## src/rtl/smt_pkg.sv

```systemverilog
package smt_pkg;

  typedef enum logic [2:0] {
    ST_OP,     // waiting for the command byte
    ST_ADDR,   // collecting low address byte
    ST_WDATA,  // storing data bytes
    ST_RDATA,  // shifting memory bytes out
    ST_SRD,    // shifting status byte out
    ST_SWR,    // taking the status byte
    ST_MUTE    // command finished or unknown: ignore until deselect
  } smt_state_e;

  localparam logic [7:0] CMD_LATCH_SET = 8'h06;
  localparam logic [7:0] CMD_LATCH_CLR = 8'h04;
  localparam logic [7:0] CMD_STAT_RD   = 8'h05;
  localparam logic [7:0] CMD_STAT_WR   = 8'h01;

  function automatic logic is_mem_rd(input logic [7:0] b);
    return (b[7:4] == 4'h0) && (b[2:0] == 3'b011);
  endfunction

  function automatic logic is_mem_wr(input logic [7:0] b);
    return (b[7:4] == 4'h0) && (b[2:0] == 3'b010);
  endfunction

endpackage

```

## src/rtl/smt_sync.sv

```systemverilog
module smt_sync #(
  parameter int STAGES = 2
) (
  input  logic clk,
  input  logic rst_n,
  input  logic sck_i,
  input  logic cs_n_i,
  input  logic mosi_i,
  output logic sck_rise,
  output logic sck_fall,
  output logic sel_end,
  output logic sel_act,
  output logic mosi_s
);

  logic [STAGES-1:0] sck_q, sck_n;
  logic [STAGES-1:0] cs_q, cs_n;
  logic [STAGES-1:0] dat_q, dat_n;
  logic              sck_d_q, cs_d_q;
  logic              sck_s, cs_s;

  always_comb begin
    sck_n = {sck_q[STAGES-2:0], sck_i};
    cs_n  = {cs_q[STAGES-2:0], cs_n_i};
    dat_n = {dat_q[STAGES-2:0], mosi_i};
  end

  always_ff @(posedge clk or negedge rst_n) begin
    if (!rst_n) begin
      sck_q   <= '0;
      cs_q    <= '1;
      dat_q   <= '0;
      sck_d_q <= 1'b0;
      cs_d_q  <= 1'b1;
    end else begin
      sck_q   <= sck_n;
      cs_q    <= cs_n;
      dat_q   <= dat_n;
      sck_d_q <= sck_s;
      cs_d_q  <= cs_s;
    end
  end

  assign sck_s    = sck_q[STAGES-1];
  assign cs_s     = cs_q[STAGES-1];
  assign mosi_s   = dat_q[STAGES-1];
  assign sck_rise = sck_s & ~sck_d_q;
  assign sck_fall = ~sck_s & sck_d_q;
  assign sel_act  = ~cs_s;
  assign sel_end  = cs_s & ~cs_d_q;

endmodule

```

## src/rtl/smt_mem.sv

```systemverilog
module smt_mem #(
  parameter int DATA_W = 8,
  parameter int DEPTH  = 512,
  localparam int AW    = $clog2(DEPTH)
) (
  input  logic              clk,
  input  logic              we,
  input  logic [AW-1:0]     addr,
  input  logic [DATA_W-1:0] wdata,
  output logic [DATA_W-1:0] rdata
);

  logic [DATA_W-1:0] cell_q [DEPTH];

  always_ff @(posedge clk) begin
    if (we) begin
      cell_q[addr] <= wdata;
    end
  end

  assign rdata = cell_q[addr];

endmodule

```

## src/rtl/smt_cmd.sv

```systemverilog
module smt_cmd
  import smt_pkg::*;
#(
  parameter int DATA_W = 8,
  localparam int ADDR_W = DATA_W + 1,
  localparam int BIT_W  = $clog2(DATA_W)
) (
  input  logic              clk,
  input  logic              rst_n,
  input  logic              sck_rise,
  input  logic              sck_fall,
  input  logic              sel_end,
  input  logic              sel_act,
  input  logic              mosi_s,
  input  logic [DATA_W-1:0] rd_data,
  output logic              mem_we,
  output logic [ADDR_W-1:0] mem_addr,
  output logic [DATA_W-1:0] mem_wdata,
  output logic              miso_bit
);

  localparam logic [BIT_W-1:0] LAST_BIT = BIT_W'(DATA_W - 1);

  smt_state_e        state_q, state_n;
  logic [BIT_W-1:0]  bit_q, bit_n;
  logic [BIT_W-1:0]  ocnt_q, ocnt_n;
  logic [DATA_W-2:0] sh_q, sh_n;
  logic [DATA_W-1:0] out_q, out_n;
  logic [ADDR_W-1:0] addr_q, addr_n;
  logic              ahi_q, ahi_n;
  logic              rdcmd_q, rdcmd_n;
  logic              wel_q, wel_n;
  logic              drop_q, drop_n;
  logic [1:0]        bp_q, bp_n;

  logic              rise, fall, byte_done, blocked;
  logic [DATA_W-1:0] byte_in, stat_byte;

  assign rise      = sck_rise & sel_act;
  assign fall      = sck_fall & sel_act;
  assign byte_in   = {sh_q, mosi_s};
  assign byte_done = rise && (bit_q == LAST_BIT);
  assign stat_byte = {{(DATA_W-4){1'b0}}, bp_q, wel_q, 1'b0};

  always_comb begin
    unique case (bp_q)
      2'b01:   blocked = (addr_q[ADDR_W-1:ADDR_W-2] == 2'b11);
      2'b10:   blocked = addr_q[ADDR_W-1];
      2'b11:   blocked = 1'b1;
      default: blocked = 1'b0;
    endcase
  end

  always_comb begin
    state_n = state_q;
    bit_n   = bit_q;
    ocnt_n  = ocnt_q;
    sh_n    = sh_q;
    out_n   = out_q;
    addr_n  = addr_q;
    ahi_n   = ahi_q;
    rdcmd_n = rdcmd_q;
    wel_n   = wel_q;
    drop_n  = drop_q;
    bp_n    = bp_q;
    mem_we  = 1'b0;

    if (!sel_act) begin
      state_n = ST_OP;
      bit_n   = '0;
      ocnt_n  = '0;
      drop_n  = 1'b0;
      if (sel_end && drop_q) begin
        wel_n = 1'b0;
      end
    end else begin
      if (rise) begin
        sh_n  = byte_in[DATA_W-2:0];
        bit_n = bit_q + BIT_W'(1);
      end

      if (byte_done) begin
        unique case (state_q)
          ST_OP: begin
            if (byte_in == CMD_LATCH_SET) begin
              wel_n   = 1'b1;
              state_n = ST_MUTE;
            end else if (byte_in == CMD_LATCH_CLR) begin
              wel_n   = 1'b0;
              state_n = ST_MUTE;
            end else if (byte_in == CMD_STAT_RD) begin
              ocnt_n  = '0;
              state_n = ST_SRD;
            end else if (byte_in == CMD_STAT_WR) begin
              drop_n  = 1'b1;
              state_n = ST_SWR;
            end else if (is_mem_rd(byte_in)) begin
              ahi_n   = byte_in[3];
              rdcmd_n = 1'b1;
              state_n = ST_ADDR;
            end else if (is_mem_wr(byte_in)) begin
              ahi_n   = byte_in[3];
              rdcmd_n = 1'b0;
              drop_n  = 1'b1;
              state_n = ST_ADDR;
            end else begin
              state_n = ST_MUTE;
            end
          end
          ST_ADDR: begin
            addr_n  = {ahi_q, byte_in};
            ocnt_n  = '0;
            state_n = rdcmd_q ? ST_RDATA : ST_WDATA;
          end
          ST_WDATA: begin
            mem_we = wel_q & ~blocked;
            addr_n = addr_q + ADDR_W'(1);
          end
          ST_SWR: begin
            if (wel_q) begin
              bp_n = byte_in[3:2];
            end
            state_n = ST_MUTE;
          end
          default: ;
        endcase
      end

      if (fall && ((state_q == ST_RDATA) || (state_q == ST_SRD))) begin
        if (ocnt_q == '0) begin
          if (state_q == ST_RDATA) begin
            out_n  = rd_data;
            addr_n = addr_q + ADDR_W'(1);
          end else begin
            out_n  = stat_byte;
          end
        end else begin
          out_n = {out_q[DATA_W-2:0], 1'b0};
        end
        ocnt_n = ocnt_q + BIT_W'(1);
      end
    end
  end

  always_ff @(posedge clk or negedge rst_n) begin
    if (!rst_n) begin
      state_q <= ST_OP;
      bit_q   <= '0;
      ocnt_q  <= '0;
      sh_q    <= '0;
      out_q   <= '0;
      addr_q  <= '0;
      ahi_q   <= 1'b0;
      rdcmd_q <= 1'b0;
      wel_q   <= 1'b0;
      drop_q  <= 1'b0;
      bp_q    <= 2'b00;
    end else begin
      state_q <= state_n;
      bit_q   <= bit_n;
      ocnt_q  <= ocnt_n;
      sh_q    <= sh_n;
      out_q   <= out_n;
      addr_q  <= addr_n;
      ahi_q   <= ahi_n;
      rdcmd_q <= rdcmd_n;
      wel_q   <= wel_n;
      drop_q  <= drop_n;
      bp_q    <= bp_n;
    end
  end

  assign mem_addr  = addr_q;
  assign mem_wdata = byte_in;
  assign miso_bit  = out_q[DATA_W-1];

  // a store only happens in the data phase with the latch armed
  p_store_gated_r5: assert property (@(posedge clk) disable iff (!rst_n)
    mem_we |-> (wel_q && (state_q == ST_WDATA)));

  // no store lands inside the region chosen by the protect code
  p_protect_region_r8: assert property (@(posedge clk) disable iff (!rst_n)
    mem_we |-> ((bp_q == 2'b00) ||
                ((bp_q == 2'b01) && (addr_q < ADDR_W'(3 << (ADDR_W-2)))) ||
                ((bp_q == 2'b10) && (addr_q < ADDR_W'(1 << (ADDR_W-1))))));

  // deselect after a write-type command leaves the latch clear
  p_latch_drop_r7: assert property (@(posedge clk) disable iff (!rst_n)
    (sel_end && drop_q) |=> !wel_q);

  // once past the command byte, decode never restarts inside a select
  p_one_cmd_r9: assert property (@(posedge clk) disable iff (!rst_n)
    (sel_act && (state_q != ST_OP)) |=> (state_q != ST_OP));

  // a deselect discards any partly received byte
  p_partial_drop_r6: assert property (@(posedge clk) disable iff (!rst_n)
    sel_end |=> (bit_q == '0));

  // protect code cannot move while deselected
  p_bp_idle_r8: assert property (@(posedge clk) disable iff (!rst_n)
    !sel_act |=> $stable(bp_q));

endmodule

```

## src/rtl/spi_mem_target.sv

```systemverilog
module spi_mem_target #(
  parameter int DATA_W      = 8,
  parameter int SYNC_STAGES = 2,
  localparam int ADDR_W     = DATA_W + 1,
  localparam int DEPTH      = 1 << ADDR_W
) (
  input  logic clk,
  input  logic rst_n,
  input  logic cs_n,
  input  logic sck,
  input  logic mosi,
  output logic miso,
  output logic miso_oe
);

  logic [1:0]        rst_q;
  logic              rst_sn;
  logic              sck_rise, sck_fall, sel_end, sel_act, mosi_s;
  logic              mem_we, miso_bit;
  logic [ADDR_W-1:0] mem_addr;
  logic [DATA_W-1:0] mem_wdata, mem_rdata;

  always_ff @(posedge clk or negedge rst_n) begin
    if (!rst_n) begin
      rst_q <= 2'b00;
    end else begin
      rst_q <= {rst_q[0], 1'b1};
    end
  end
  assign rst_sn = rst_q[1];

  smt_sync #(.STAGES(SYNC_STAGES)) i_sync (
    .clk      (clk),
    .rst_n    (rst_sn),
    .sck_i    (sck),
    .cs_n_i   (cs_n),
    .mosi_i   (mosi),
    .sck_rise (sck_rise),
    .sck_fall (sck_fall),
    .sel_end  (sel_end),
    .sel_act  (sel_act),
    .mosi_s   (mosi_s)
  );

  smt_cmd #(.DATA_W(DATA_W)) i_cmd (
    .clk       (clk),
    .rst_n     (rst_sn),
    .sck_rise  (sck_rise),
    .sck_fall  (sck_fall),
    .sel_end   (sel_end),
    .sel_act   (sel_act),
    .mosi_s    (mosi_s),
    .rd_data   (mem_rdata),
    .mem_we    (mem_we),
    .mem_addr  (mem_addr),
    .mem_wdata (mem_wdata),
    .miso_bit  (miso_bit)
  );

  smt_mem #(.DATA_W(DATA_W), .DEPTH(DEPTH)) i_mem (
    .clk   (clk),
    .we    (mem_we),
    .addr  (mem_addr),
    .wdata (mem_wdata),
    .rdata (mem_rdata)
  );

  assign miso_oe = sel_act;
  assign miso    = sel_act & miso_bit;

  generate
    if (SYNC_STAGES == 2) begin : g_oe_chk
      // chip select held high at the pin forces the enable low
      p_oe_idle_r11: assert property (@(posedge clk) disable iff (!rst_sn)
        (cs_n && $past(cs_n) && $past(cs_n, 2)) |-> !miso_oe);
    end
  endgenerate

  // data line quiet whenever its enable is low
  p_miso_quiet_r11: assert property (@(posedge clk) disable iff (!rst_sn)
    !miso_oe |-> !miso);

endmodule

```

## config.mk

```make
export PLATFORM = sky130hd
export DESIGN_NAME = spi_mem_target
export DESIGN_NICKNAME = d
export VERILOG_FILES = /design/src/rtl/smt_pkg.sv /design/src/rtl/smt_sync.sv /design/src/rtl/smt_mem.sv /design/src/rtl/smt_cmd.sv /design/src/rtl/spi_mem_target.sv
export SDC_FILE = /design/constraint.sdc
export NUM_CORES = 2
export LEC_CHECK = 0
export BUFFER_PORTS_ARGS = -buffer_cell sky130_fd_sc_hd__buf_2
export CAP_MARGIN = 5
export CORE_MARGIN = 10
export CORE_UTILIZATION = 35
export CTS_BUF_LIST = sky130_fd_sc_hd__clkbuf_4 sky130_fd_sc_hd__clkbuf_8
export DETAILED_ROUTE_END_ITERATION = 16
export GPL_TIMING_DRIVEN = 0
export PLACE_DENSITY = 0.54
export SLEW_MARGIN = 20
export SYNTH_ARGS = -nofsm -noshare
export SYNTH_HDL_FRONTEND = slang
export SYNTH_HIERARCHICAL = 1
export SYNTH_SLANG_ARGS = --single-unit
```

## constraint.sdc

```tcl
create_clock -name clk -period 1.95 [get_ports clk]
set_input_delay 0.0975 -clock clk [delete_from_list [all_inputs] [get_ports clk]]
set_output_delay 0.0975 -clock clk [all_outputs]
set_load 0.005 [all_outputs]
```

==> impl_results.rst <==
.. list-table::
   :header-rows: 1

   * - Metric
     - Value
   * - Final TNS setup
     - -8298450 ps
   * - CP most frequent cell
     - sky130_fd_sc_hd__nand4_1
   * - Placed standard-cell area
     - 0.1719 mm^2
   * - Most frequent cells in the layout
     - sky130_fd_sc_hd__edfxtp_1 (4096), sky130_fd_sc_hd__mux4_2 (816), sky130_fd_sc_hd__clkbuf_8 (701)
   * - Area growth from synthesis to final layout
     - 22.52%
   * - GRT Residual Overflow
     - 0
   * - Count of endpoints failing hold in the final timing report
     - 0
   * - Post-synthesis area per instance
     - 20.59 um^2
   * - Number of non-filler instances in the completed layout
     - 15760
   * - Synth Warn #
     - 6
   * - Crit Path Category
     - reg2reg
   * - Synth Flop Type
     - sky130_fd_sc_hd__edfxtp_1
   * - Worst vdd rail ir drop
     - 1.041 mV
   * - Actual slew at the worst max-slew pin
     - 1297 ps
   * - Unique cell type count in the Yosys netlist
     - 86
   * - Worst reg-to-reg setup slack
     - -3190 ps
   * - Combined area of all synthesized cells
     - 0.1606 mm^2
   * - Critical Path AT
     - 6310 ps
   * - Die ar.
     - 0.4864 mm^2
   * - Total power
     - 225.4 mW
   * - First-pass DRT Iterations
     - 6
   * - Share of flip-flops with an asynchronous set or reset
     - 1.182%
   * - Setup repair after global routing missed its margin
     - true
   * - Buffers plus inverters on the worst setup path
     - 4
   * - Global-route wire length before repair
     - 973400 um
   * - Number of buffers added by the clock tree synthesis step
     - 680
   * - CTS H-Tree Depth
     - 6
   * - Number of pins exceeding their max-slew limit in the final report
     - 0
   * - Worst path cell trace
     - and2_1, buf_2, buf_4, clkbuf_2, buf_12, a211oi_4, nand2_1, nand4_1, nor4_2, nand4_1, mux2i_1, nor2_1, a21oi_1, o21ai_1
   * - Leakage Power
     - 60.81 nW
   * - Via count
     - 100500
   * - Worst-case clock buffer depth
     - 4
   * - Final critical path time including I/O delays and setup
     - 5144 ps
   * - Pin count of the biggest net entering global routing
     - 134
   * - Clock latency on the worst-skew pair
     - 1370 ps
   * - CTS tree
     - yes
   * - Util after Layout
     - 43.08%
   * - Number of synthesized register bits
     - 4145
   * - Worst setup margin
     - -3194 ps
   * - Most frequent standard cell in the layout excluding fill and tap cells
     - sky130_fd_sc_hd__edfxtp_1
   * - Die Y-Extent
     - 697.4 um
   * - Setup violations, final
     - 5396
   * - Minimum setup slack after placement
     - -6345 ps
   * - Logic depth of the worst register-to-register path
     - 14
   * - Max Clk Rate
     - 194.4 MHz
   * - Data required time at the worst endpoint
     - 3110 ps
   * - Gate Count Post-Synth
     - 7801
   * - Worst-path clk slew
     - 60 ps
   * - I/O pin count
     - 7
   * - Post-Syn Nets
     - 7811
   * - Initial Utilization
     - 35.17%
   * - Total of fill cells in the finished design
     - 39650
   * - Max Clock Skew
     - 100.4 ps
   * - Last weighted congestion value of the routability-driven placer
     - 1.033
   * - Number of global-route vias before repair
     - 92300
   * - Post-Route WL
     - 777900 um
   * - Placed Cells
     - 14080
   * - Crit end category
     - flip-flop
   * - Origin of the critical flop-to-flop path
     - i_cmd/mem_addr[3]
   * - Maximum net fanout on the critical path
     - 10
   * - Global-route usage over all layers
     - 30.76%
   * - Fin Hold WS
     - 178.0 ps
   * - Family of cells with the greatest summed delay on the critical path
     - simple AND/OR/NAND/NOR gates
   * - Delay contributed by the slowest stage of the critical path
     - 650 ps
   * - Hold crit path type
     - in2async
   * - Total power density per cell area
     - 1146 mW/mm^2
   * - Core Footprint
     - 0.4568 mm^2
   * - Remaining antenna violation count
     - 0
   * - Initial antenna violation count
     - 108
   * - Via-per-instance ratio
     - 6.373
   * - Capturing point of the worst reg2reg path
     - i_cmd/out_q[2]
   * - Layout cell share with drive strength beyond 1
     - 36.10%
   * - Width of the chip
     - 697.4 um
   * - Post-route design area
     - 0.1968 mm^2
   * - Count of input and output buffers
     - 6
   * - Outcome
     - finished with violations
   * - Wire per inst
     - 49.35 um
   * - Maximum capacitance violations
     - 0
   * - Sequential element share of the synthesized area
     - 77.34%
   * - Critical-path cell with the highest stage delay
     - sky130_fd_sc_hd__nand4_1
   * - Final clock period utilization by the worst path
     - 263.8%
   * - Placement row count
     - 248
   * - CTS root buf
     - sky130_fd_sc_hd__clkbuf_8
   * - Slew HR
     - 13.21%
   * - Worst setup SP type
     - flip-flop
   * - Net count reported at finish
     - 9038
   * - Number of sinks driven by the clock tree
     - 4145
   * - Count of flip-flops with a built-in enable after synthesis
     - 4096
   * - Violated checks
     - setup timing
   * - Final HPWL DP
     - 524100 um
   * - Post-route DRC
     - 0
   * - Count of routing violations after the opening detailed-route iteration
     - 18890
## power by group
group	switching (mW)	total [mW]	internal (mW)
sequential	0.801	106	105
combinational	29.1	43.3	14.3
clock	36.8	76.0	39.2
## kinds of logic after synthesis
logic type | count (synthesis) | synth area share [%]
buffers and inverters | 508 | 1.633
multiplexers | 1281 | 14.36
other | 1 | 0.002335
AND/OR/NAND/NOR | 1045 | 3.007
flip-flops | 4145 | 77.34
XOR/XNOR | 4 | 0.02182
AO/OA/AOI/OAI | 812 | 3.596
adder cells (fa/ha/maj) | 5 | 0.03895
## layout make-up
cell class	count	area (um^2)	area share, %
repair buffers	555	7268	3.694
diodes	64	160.2	0.08139
well taps	6125	7664	3.894
plain buffers	485	7189	3.653
clock buffers	894	11000	5.588
flip-flops and latches	4145	124300	63.15
clock inverters	334	2192	1.114
multi-input cells	3148	36970	18.79
inverters	13	65.06	0.03306
## synth_stat cells (all sizes together) (4+ instances only)
master | count | area (um^2)
or3 | 4 | 25.02
mux2 | 25 | 281.5
and3 | 27 | 168.9
edfxtp | 4096 | 123000
nor4 | 43 | 275.3
a221o | 8 | 80.08
nand4b | 8 | 91.33
nand2 | 153 | 574.3
a311oi | 4 | 35.03
o221ai | 12 | 105.1
or4 | 9 | 67.56
mux2i | 440 | 4404
nand4 | 48 | 300.3
a21o | 5 | 37.54
a22o | 48 | 420.4
dfrtp | 46 | 1151
a211oi | 37 | 277.8
a221oi | 92 | 812.0
a2111oi | 7 | 67.56
nand3 | 54 | 270.3
o21ai | 66 | 330.3
a22oi | 183 | 1379
nor3 | 25 | 130.1
a32oi | 26 | 227.7
nor2b | 35 | 219.0
and2 | 22 | 140.1
nand4bb | 4 | 45.04
nor4b | 4 | 35.03
nand2b | 6 | 37.54
mux4 | 816 | 18380
nor3b | 14 | 105.1
ha | 5 | 62.56
o211ai | 15 | 112.6
clkbuf | 202 | 759.5
nor2 | 565 | 2121
inv | 13 | 48.79
a31oi | 77 | 481.7
o22ai | 121 | 757.0
and4 | 4 | 35.03
buf | 293 | 1814
a21oi | 85 | 425.4
and4b | 4 | 40.04
## worst max path at each step
stage                                  from              end  slack (ps)  cells after the start
after global routing      i_cmd/mem_addr[0]   i_cmd/out_q[3]       -2930                     16
after detailed placement  i_cmd/mem_addr[1]   i_cmd/out_q[4]       -6340                     11
after global placement    i_cmd/mem_addr[1]   i_cmd/out_q[1]       -7730                     15
after floorplan               i_cmd/sh_q[0]  i_cmd/ocnt_q[0]       -1530                      6
after CTS                 i_cmd/mem_addr[1]   i_cmd/out_q[3]       -2820                     17
final                     i_cmd/mem_addr[3]   i_cmd/out_q[2]       -3190                     14
## metal layers
metal  vias to the layer above  routed length, um  global-route usage (%)
li1                      35390                  -                       -
met1                     53650             264900                   37.82
met2                      9268             321200                   42.86
met3                      2101             120700                   13.14
met4                        44              70810                   23.07
met5                         -                276                       0
## registers in the layout, summed over array words and instances (netlist names), 2 cells and up
signal          count
i_mem/cell_q     4096
i_cmd/mem_addr      9
i_cmd/out_q         8
i_cmd/sh_q          7
i_cmd/bit_q         3
i_cmd/ocnt_q        3
i_cmd/state_q       3
i_cmd/bp_q          2
i_sync/cs_q         2
i_sync/dat_q        2
i_sync/sck_q        2
rst_q               2
## worst reg2reg max path, cell delays in order, from the launching register on
cell	delay, ps
sky130_fd_sc_hd__dfrtp_4	620
sky130_fd_sc_hd__and2_1	560
sky130_fd_sc_hd__buf_2	410
sky130_fd_sc_hd__buf_4	340
sky130_fd_sc_hd__clkbuf_2	340
sky130_fd_sc_hd__buf_12	220
sky130_fd_sc_hd__a211oi_4	210
sky130_fd_sc_hd__nand2_1	200
sky130_fd_sc_hd__nand4_1	410
sky130_fd_sc_hd__nor4_2	400
sky130_fd_sc_hd__nand4_1	650
sky130_fd_sc_hd__mux2i_1	350
sky130_fd_sc_hd__nor2_1	80
sky130_fd_sc_hd__a21oi_1	150
sky130_fd_sc_hd__o21ai_1	80
## timing repair
item                                    in CTS  in global routing
cloned                                       2                  3
pin swaps                                   90                 72
resized for setup                         1601                256
hold buffers                                12                  0
endpoints found under the hold margin        5                  0
buffers inserted                           294                 93
endpoints found under the setup margin    5134               5512
Power figures use the tool's default switching activity.
